==> src/rtl/adc_frame_pkg.sv <==
package adc_frame_pkg;
  localparam int unsigned FRAME_BITS = 16;
  localparam int unsigned PHASES     = 2 * FRAME_BITS;
  localparam int unsigned PH_W       = $clog2(PHASES);
  localparam int unsigned CH_W       = 3;
  localparam int unsigned RES_W      = FRAME_BITS - CH_W;

  typedef enum logic [1:0] {
    ST_IDLE  = 2'd0,
    ST_FRAME = 2'd1,
    ST_QUIET = 2'd2
  } state_e;
endpackage

==> src/rtl/adc_sclk_timer.sv <==
module adc_sclk_timer #(
  parameter int unsigned HALF_W = 8,
  parameter int unsigned PH_W   = 5
) (
  input  logic              clk_i,
  input  logic              rst_ni,
  input  logic              load_i,
  input  logic              run_i,
  input  logic [HALF_W-1:0] half_i,
  output logic              tick_o,
  output logic [PH_W-1:0]   phase_o
);
  logic [HALF_W-1:0] half_q, cnt_q;
  logic [PH_W-1:0]   phase_q;

  always_ff @(posedge clk_i or negedge rst_ni) begin
    if (!rst_ni) begin
      half_q  <= '0;
      cnt_q   <= '0;
      phase_q <= '0;
    end else if (load_i) begin
      half_q  <= half_i;
      cnt_q   <= half_i - HALF_W'(1);
      phase_q <= '0;
    end else if (run_i) begin
      if (cnt_q == '0) begin
        cnt_q   <= half_q - HALF_W'(1);
        phase_q <= phase_q + PH_W'(1);
      end else begin
        cnt_q <= cnt_q - HALF_W'(1);
      end
    end
  end

  assign tick_o  = run_i && (cnt_q == '0);
  assign phase_o = phase_q;
endmodule

==> src/rtl/adc_serial_shift.sv <==
module adc_serial_shift #(
  parameter int unsigned BITS = 16
) (
  input  logic            clk_i,
  input  logic            rst_ni,
  input  logic            load_i,
  input  logic            clr_i,
  input  logic [BITS-1:0] cmd_i,
  input  logic            drive_i,
  input  logic            sample_i,
  input  logic            dout_i,
  output logic            din_o,
  output logic [BITS-1:0] rx_o
);
  logic [BITS-1:0] tx_q, rx_q;

  always_ff @(posedge clk_i or negedge rst_ni) begin
    if (!rst_ni) begin
      tx_q <= '0;
      rx_q <= '0;
    end else begin
      if (load_i)       tx_q <= cmd_i;
      else if (clr_i)   tx_q <= '0;
      else if (drive_i) tx_q <= {tx_q[BITS-2:0], 1'b0};
      if (sample_i)     rx_q <= {rx_q[BITS-2:0], dout_i};
    end
  end

  assign din_o = tx_q[BITS-1];
  assign rx_o  = rx_q;
endmodule

==> src/rtl/adc_frame_ctrl.sv <==
module adc_frame_ctrl
  import adc_frame_pkg::*;
#(
  parameter int unsigned HALF_W  = 8,
  parameter int unsigned QUIET_W = 8
) (
  input  logic               clk_i,
  input  logic               rst_ni,
  input  logic               start_i,
  input  logic [15:0]        cmd_i,
  input  logic [HALF_W-1:0]  div_i,
  input  logic [QUIET_W-1:0] quiet_i,
  input  logic               abort_i,
  input  logic               dout_i,
  output logic               cs_no,
  output logic               sclk_o,
  output logic               din_o,
  output logic               busy_o,
  output logic               done_o,
  output logic               aborted_o,
  output logic [CH_W-1:0]    chan_o,
  output logic [RES_W-1:0]   result_o
);
  localparam logic [PH_W-1:0] LAST_PH = PH_W'(PHASES - 1);

  state_e             state_q;
  logic               cs_q, sclk_q, done_q, abort_q;
  logic [CH_W-1:0]    chan_q;
  logic [RES_W-1:0]   res_q;
  logic [QUIET_W-1:0] qcnt_q;
  logic [HALF_W-1:0]  half_eff;
  logic [PH_W-1:0]    phase;
  logic [FRAME_BITS-1:0] rx;
  logic tick, in_frame, accept, abort_hit, step, last;

  assign half_eff  = (div_i == '0) ? HALF_W'(1) : div_i;
  assign in_frame  = (state_q == ST_FRAME);
  assign accept    = (state_q == ST_IDLE) && start_i;
  assign abort_hit = in_frame && abort_i;
  assign step      = tick && !abort_i;
  assign last      = (phase == LAST_PH);

  adc_sclk_timer #(.HALF_W(HALF_W), .PH_W(PH_W)) u_timer (
    .clk_i   (clk_i),
    .rst_ni  (rst_ni),
    .load_i  (accept),
    .run_i   (in_frame),
    .half_i  (half_eff),
    .tick_o  (tick),
    .phase_o (phase)
  );

  // first sample precedes falling edge 1; others ride rising edges 1..15
  adc_serial_shift #(.BITS(FRAME_BITS)) u_shift (
    .clk_i    (clk_i),
    .rst_ni   (rst_ni),
    .load_i   (accept),
    .clr_i    (abort_hit),
    .cmd_i    (cmd_i),
    .drive_i  (step && phase[0]),
    .sample_i (step && ((phase == '0) || (phase[0] && !last))),
    .dout_i   (dout_i),
    .din_o    (din_o),
    .rx_o     (rx)
  );

  always_ff @(posedge clk_i or negedge rst_ni) begin
    if (!rst_ni) begin
      state_q <= ST_IDLE;
      cs_q    <= 1'b1;
      sclk_q  <= 1'b1;
      done_q  <= 1'b0;
      abort_q <= 1'b0;
      chan_q  <= '0;
      res_q   <= '0;
      qcnt_q  <= '0;
    end else begin
      done_q  <= 1'b0;
      abort_q <= 1'b0;
      unique case (state_q)
        ST_IDLE: if (start_i) begin
          state_q <= ST_FRAME;
          cs_q    <= 1'b0;
          sclk_q  <= 1'b1;
          qcnt_q  <= quiet_i;
        end
        ST_FRAME: if (abort_i) begin
          cs_q    <= 1'b1;
          sclk_q  <= 1'b1;
          abort_q <= 1'b1;
          state_q <= ST_QUIET;
        end else if (tick) begin
          sclk_q <= phase[0];
          if (last) begin
            cs_q    <= 1'b1;
            done_q  <= 1'b1;
            chan_q  <= rx[FRAME_BITS-1 -: CH_W];
            res_q   <= rx[RES_W-1:0];
            state_q <= ST_QUIET;
          end
        end
        ST_QUIET: begin
          if (qcnt_q == '0) state_q <= ST_IDLE;
          else              qcnt_q  <= qcnt_q - QUIET_W'(1);
        end
        default: state_q <= ST_IDLE;
      endcase
    end
  end

  assign cs_no     = cs_q;
  assign sclk_o    = sclk_q;
  assign busy_o    = (state_q != ST_IDLE);
  assign done_o    = done_q;
  assign aborted_o = abort_q;
  assign chan_o    = chan_q;
  assign result_o  = res_q;
endmodule

==> config.mk <==
export PLATFORM = sky130hd
export DESIGN_NAME = adc_frame_ctrl
export DESIGN_NICKNAME = d
export VERILOG_FILES = /design/src/rtl/adc_frame_pkg.sv /design/src/rtl/adc_sclk_timer.sv /design/src/rtl/adc_serial_shift.sv /design/src/rtl/adc_frame_ctrl.sv
export SDC_FILE = /design/constraint.sdc
export NUM_CORES = 1
export LEC_CHECK = 0
export BUFFER_PORTS_ARGS = -buffer_cell sky130_fd_sc_hd__buf_4
export CORE_MARGIN = 3
export CORE_UTILIZATION = 43
export CTS_CLUSTER_SIZE = 25
export DETAILED_ROUTE_END_ITERATION = 10
export PLACE_DENSITY = 0.65
export SYNTH_ARGS = -nofsm -noshare
export SYNTH_HDL_FRONTEND = slang
export SYNTH_SLANG_ARGS = --single-unit
export TNS_END_PERCENT = 30
==> constraint.sdc <==
create_clock -name clk_i -period 2.8 [get_ports clk_i]
set_clock_uncertainty 0.15 [all_clocks]
set_input_delay 0.28 -clock clk_i [delete_from_list [all_inputs] [get_ports clk_i]]
set_output_delay 0.28 -clock clk_i [all_outputs]
set_load 0.01 [all_outputs]
**Word-level counts from Yosys, hierarchy flattened**

Cells that the tools add are included.

- $add $sub $neg: 5
- Equality and inequality tests: 8
- Mux-type cells: 34
- Bitwise logic cells: 1
- Reductions and logical operators: 27

Operator list:

| cell | count |
|---|---|
| $mux 16 | 3 |
| $mux 8 | 6 |
| $sub 8x1->8 const B | 4 |
| $logic_not 8->1 | 3 |
| $pmux 8 s2 | 1 |
| $mux 5 | 3 |
| $mux 1 | 13 |
| $reduce_and 4->1 | 3 |
| $mux 2 | 5 |
| $reduce_bool 2->1 | 5 |
| $logic_and 1x1->1 | 7 |
| $ne 2x2->1 const B | 3 |
| $pmux 2 s3 | 1 |
| $reduce_and 3->1 | 2 |
| $add 5x1->5 const B | 1 |
| $eq 5x5->1 const B | 1 |
| $logic_not 5->1 | 1 |
| $pmux 1 s2 | 2 |
| $ne 3x2->1 const B | 1 |
| $ne 3x3->1 const B | 1 |
| $reduce_bool 3->1 | 1 |
| $eq 2x1->1 const B | 1 |
| $eq 2x2->1 const B | 1 |
| $logic_not 1->1 | 2 |
| 4 further kinds | 4 |

- Bits of input ports: 37
- Bits in registers: 83
- Word-level logic and storage cells: 88
- Output and inout bits: 22

**Depth between registers and ports, before layout**

- Word-level depth: 7
- Mapped depth: 10
- Mapped depth without buffers: 8

**Hierarchy**

From an unflattened synthesis, not the netlist that was laid out.

- Cell total of the unflattened synthesis: 369
- Area total of the unflattened synthesis: 4176.5 um2

Modules (own cells, without submodules):

| module | times used | seq. area each (um2) | cells an instance | area each (um2) |
|---|---|---|---|---|
| adc_frame_ctrl | 1 | 753.2 | 141 | 1610.3 |
| adc_serial_shift | 1 | 800.8 | 105 | 1350.0 |
| adc_sclk_timer | 1 | 525.5 | 123 | 1216.2 |

**Least setup slack after synthesis**

No wires, ideal clock.

- Path kind: reg2reg
- Start point: reg state_q[0]
- End point: reg u_timer.cnt_q[6]
- Library setup time: 0.082 ns
- Data required time: 2.568 ns
- Cell stages (with the launch flop): 10
- Buffers on the path: 3
- Data arrival time: 2.463 ns
- Setup slack: 0.105 ns
- Period minus slack after synthesis: 2.695 ns
- Path through: dfrtp_1 > buf_6 > nor3b_2 > clkbuf_1 > buf_2 > o21a_1 > ha_1 > o21ai_0 > or4_1 > a31oi_1

- Longest elaborated chain between the ends: 3
- Elaborated cells on any way between the ends: 5
- Classes of those cells: 1 x eq/ne; 1 x mux; 3 x reduce/logical

RTL lines:

| what | line | RTL |
|---|---|---|
| from (decl) | adc_frame_ctrl.sv:26 | `state_e state_q;` |
| from (signal assigned) | adc_frame_ctrl.sv:69 | `state_q <= ST_IDLE;` |
| from (signal assigned) | adc_frame_ctrl.sv:82 | `state_q <= ST_FRAME;` |
| from (signal assigned) | adc_frame_ctrl.sv:91 | `state_q <= ST_QUIET;` |
| $logic_not 2->1 | adc_frame_ctrl.sv:38 | `assign accept = (state_q == ST_IDLE) && start_i;` |
| $logic_and 1x1->1 | adc_frame_ctrl.sv:38 |  |
| $mux 8 / $reduce_bool 2->1 (equally long branches) | - |  |
| to (signal assigned) | adc_sclk_timer.sv:23 | `cnt_q <= half_i - HALF_W'(1);` |
| to (signal assigned) | adc_sclk_timer.sv:27 | `cnt_q <= half_q - HALF_W'(1);` |
| to (signal assigned) | adc_sclk_timer.sv:30 | `cnt_q <= cnt_q - HALF_W'(1);` |
| to (decl) | adc_sclk_timer.sv:13 | `logic [HALF_W-1:0] half_q, cnt_q;` |

Several ways; a longest one is shown, not always the timed one.
A chain may end at the register's enable or synchronous reset.

**Final worst setup path**

- Start point: in div_i[3]
- End point: reg u_timer.cnt_q[2]

- Longest elaborated chain between the ends: 4

RTL lines:

| what | line | RTL |
|---|---|---|
| from (decl) | adc_frame_ctrl.sv:11 | `input logic [HALF_W-1:0] div_i,` |
| $logic_not 8->1 | adc_frame_ctrl.sv:36 | `assign half_eff = (div_i == '0) ? HALF_W'(1) : div_i;` |
| $mux 8 | adc_frame_ctrl.sv:36 |  |
| $sub 8x1->8 | adc_sclk_timer.sv:23 |  |
| $mux 8 | adc_sclk_timer.sv:21 | `end else if (load_i) begin` |

Every way passes these cells.

==> summary.md <==
| Metric | Value |
|---|---|
| Core area | 8848 um^2 |
| Clk_lat worst skew | 0.35 ns |
| Worst hold path class | in2reg |
| Total Wirelength | 8.367 mm |
| Reg clk slew, reported paths | 0.08 ns |
| Total CTS buffers | 9 |
| Root Buffer Master | clkbuf_8 |
| Wire per inst | 15.05 um |
| R2r worst-path depth | 7 |
| CTS tree | done |
| Flops & latches, synth | 83 |
| Switch share | a little under two fifths |
| Post-synthesis net count | 422 |
| Post-DP HPWL | 5.696 mm |
| Area of the multi-input gates | 1763 um^2 |
| MaxCap Viol Count | 0 |
| Vias in the first global route | 2838 |
| Max clock buf depth | 2 |
| Die Height | about 100 um |
| Comb pwr share | approximately a third |
| Commonest non-fill, non-tap cell in the layout | dfrtp_1 |
| Fraction of layout cells with a size suffix above 1 | 30.13% |
| Final Util | approximately 54% |
| Vias | 3061 |
| Max rail drop VDD | just over 0.4 mV |
| Final global-route overflow total | 0 |
| Total area of sequential cells | 2079 um^2 |
| Crit Path Category | in2reg |
| CTS HTree Levels | 3 |
| CTS Hold Bufs | 6 |
| Switching power | 1.563 mW |
| CTS Sinks | 83 |
| Avg Cell Area, Syn | 10.48 um^2 |
| Area grow syn2layout | 21.01% |
| Gpl congestion | 0.8846 |
| Full die area | 10430 um^2 |
| Die width | 102.1 um |
| Pleak | 2.266 nW |
| Final-stage net count | 486 |
| Hold Path End | qcnt_q[0] |
| Slew of the pin with the lowest slew margin | 1.015 ns |
| Synth unique cells | 54 |
| Critical Path AT | 2.68 ns |
| Final critical-path required period | 2.596 ns |
| DRC viols | 0 |
| First-pass GRT wire length | 13.83 mm |
| Initial core utilization | 44.90% |
| Final Cycle Share | 92.72% |
| Launch point of the worst path | div_i[3] |
| RSZ-0062 raised after global routing | false |
| Drt initial violations | between 150 and 200 |
| Clock share of power | between 20% and 30% |
| Main flop type after synthesis | dfrtp_1 |
| Global Route Usage Sum | 16.78% |
| Initial antenna violation count | 0 |
| Critical path required time | ~2.9 ns |
| TritonRoute pass-1 iters | 4 |
| Gate Count Post-Synth | about 380 |
| Asr flop ratio synth | 100.0% |
| Number of gates resized after cts | 0 |
| Largest net degree at the start of global routing | 84 |
| Seq/Total Area, Yosys | between 50 and 60% |
| Reg-to-reg endpoint | u_timer.cnt_q[6] |
| Hold Crit Start | quiet_i[0] |
| Total Neg Setup Slack | 0 ns |
| Rel. slew slack | between 30% and 40% |
| Std-Cell Rows | 34 |
| Endpoint class of the critical path | flop |
| Layout filler cell count | 814 |
| Reg2reg setup slack | about 0.23 ns |
| # Post-CTS Setup Buffers | 0 |
| Vias/cell | 5.505 |
| Cell Area, Synth | 3973 um^2 |
| IO Pins | 59 |
| Ant diodes | 0 |
| Pwr Density | 847.0 nW/um^2 |
| Worst Hold Depth | 3 |
| R2R Path Start | state_q[0] |
| Fin. max-slew vios | 0 |
| Routed Antenna Nets | 0 |
| Setup crit start kind | input port |
| Fmax | around 390 MHz |
| # setup viols final | 0 |
| YS warnings | 0 |
| EDFF count, synth | 0 |
| Internal power | 2.509 mW |
| # port buffers | between 50 and 60 |
| Most frequent cells in the layout | dfrtp_1 (81), buf_4 (68), nand2_1 (49), o21ai_0 (40), mux2_2 (32) |
| Crit Path Max Fanout | 5 |
| Reg power frac | 43.5% |
| Status | finished, final reports clean |
| Final hold vios | 0 |
-- metal layers --
layer | routed length (um) | part of all wire (%) | GRT usage (%)
met2 | 3876 | 46 | 24.69
met4 | 157 | 1.9 | 5.954
met5 | 0 | 0 | 0
met1 | 3944 | 47 | 24.52
met3 | 389 | 4.6 | 3.618
-- worst max-delay path: stages --
cell	delay, ns
dlygate4sd3_1	0.53
buf_4	0.14
nor4_1	0.41
a211oi_2	0.17
or2_2	0.33
ha_1	0.21
o21ai_0	0.19
o21ai_0	0.16
a22o_1	0.26
-- cell usage after synthesis, types with 7 or more instances --
| library cell | count | area share (%) |
|---|---|---|
| dfrtp_1 | 81 | 51 |
| nand2_1 | 49 | 4.6 |
| o21ai_0 | 40 | 5.0 |
| mux2_2 | 32 | 9.1 |
| nor2_1 | 30 | 2.8 |
| a22oi_1 | 17 | 3.2 |
| clkbuf_1 | 12 | 1.1 |
| a21oi_1 | 10 | 1.3 |
| inv_1 | 8 | 0.76 |
| nand3_1 | 7 | 0.88 |
-- area by class of cell --
cell class | count | share of cell area [%]
clock inverters | 6 | 1.484
flip-flops and latches | 83 | 43.26
well taps | 108 | 2.811
repair buffers | 75 | 12.29
multi-input cells | 266 | 36.67
inverters | 8 | 0.6247
clock buffers | 10 | 2.863
-- kinds of logic after synthesis --
group / share of synthesized area [%]
multiplexers: 9.323
AO/OA/AOI/OAI: 16.16
AND/OR/NAND/NOR: 16.03
adder cells (fa/ha/maj): 1.890
XOR/XNOR: 0.6615
flip-flops: 52.35
buffers and inverters: 3.590
-- worst max-delay path by stage --
stage,end,slack (ns),cells after the start
after floorplan,u_timer.cnt_q[6],0.10,9
after global placement,u_timer.cnt_q[6],0.33,7
after detailed placement,u_timer.cnt_q[6],0.28,7
after CTS,u_timer.cnt_q[6],0.24,7
after global routing,u_timer.cnt_q[2],0.01,9
final,u_timer.cnt_q[2],0.20,9
-- power groups by stage --
stage | Clock (mW) | Sequential [mW] | Combinational [mW]
2_1_floorplan | 0 | 1.69 | 1.09
6_report | 0.898 | 1.77 | 1.40
3_5_place_dp | 0 | 1.79 | 1.41
3_3_place_gp | 0 | 1.78 | 1.37
4_1_cts | 0.927 | 1.77 | 1.41
5_1_grt | 0.971 | 1.82 | 1.60
-- sequential cells by signal, summed over array words and instances (netlist names) --
register / cells
chan_o: 3
u_timer.cnt_q: 8
u_timer.phase_o: 5
u_shift.tx_q: 16
qcnt_q: 8
u_timer.half_q: 8
u_shift.rx_o: 16
cs_no: 1
state_q: 2
done_o: 1
sclk_o: 1
result_o: 13
aborted_o: 1
-- stage by stage --
stage / setup slack, ns / hold slack, ns / power [mW] / cells / cell area [um^2]
2_1_floorplan: 0.1047 / -0.1656 / 2.779 / 379 / 3973
3_3_place_gp: 0.3283 / 0.2019 / 3.152 / 534 / 4538
3_5_place_dp: 0.2828 / 0.2055 / 3.199 / 534 / 4538
4_1_cts: 0.2397 / 0.02264 / 4.114 / 556 / 4807
5_1_grt: 0.01083 / 0.04831 / 4.384 / 556 / 4807
6_report: 0.2039 / 0.03883 / 4.072 / 556 / 4807
No activity file was read; power rests on OpenSTA's default activity.
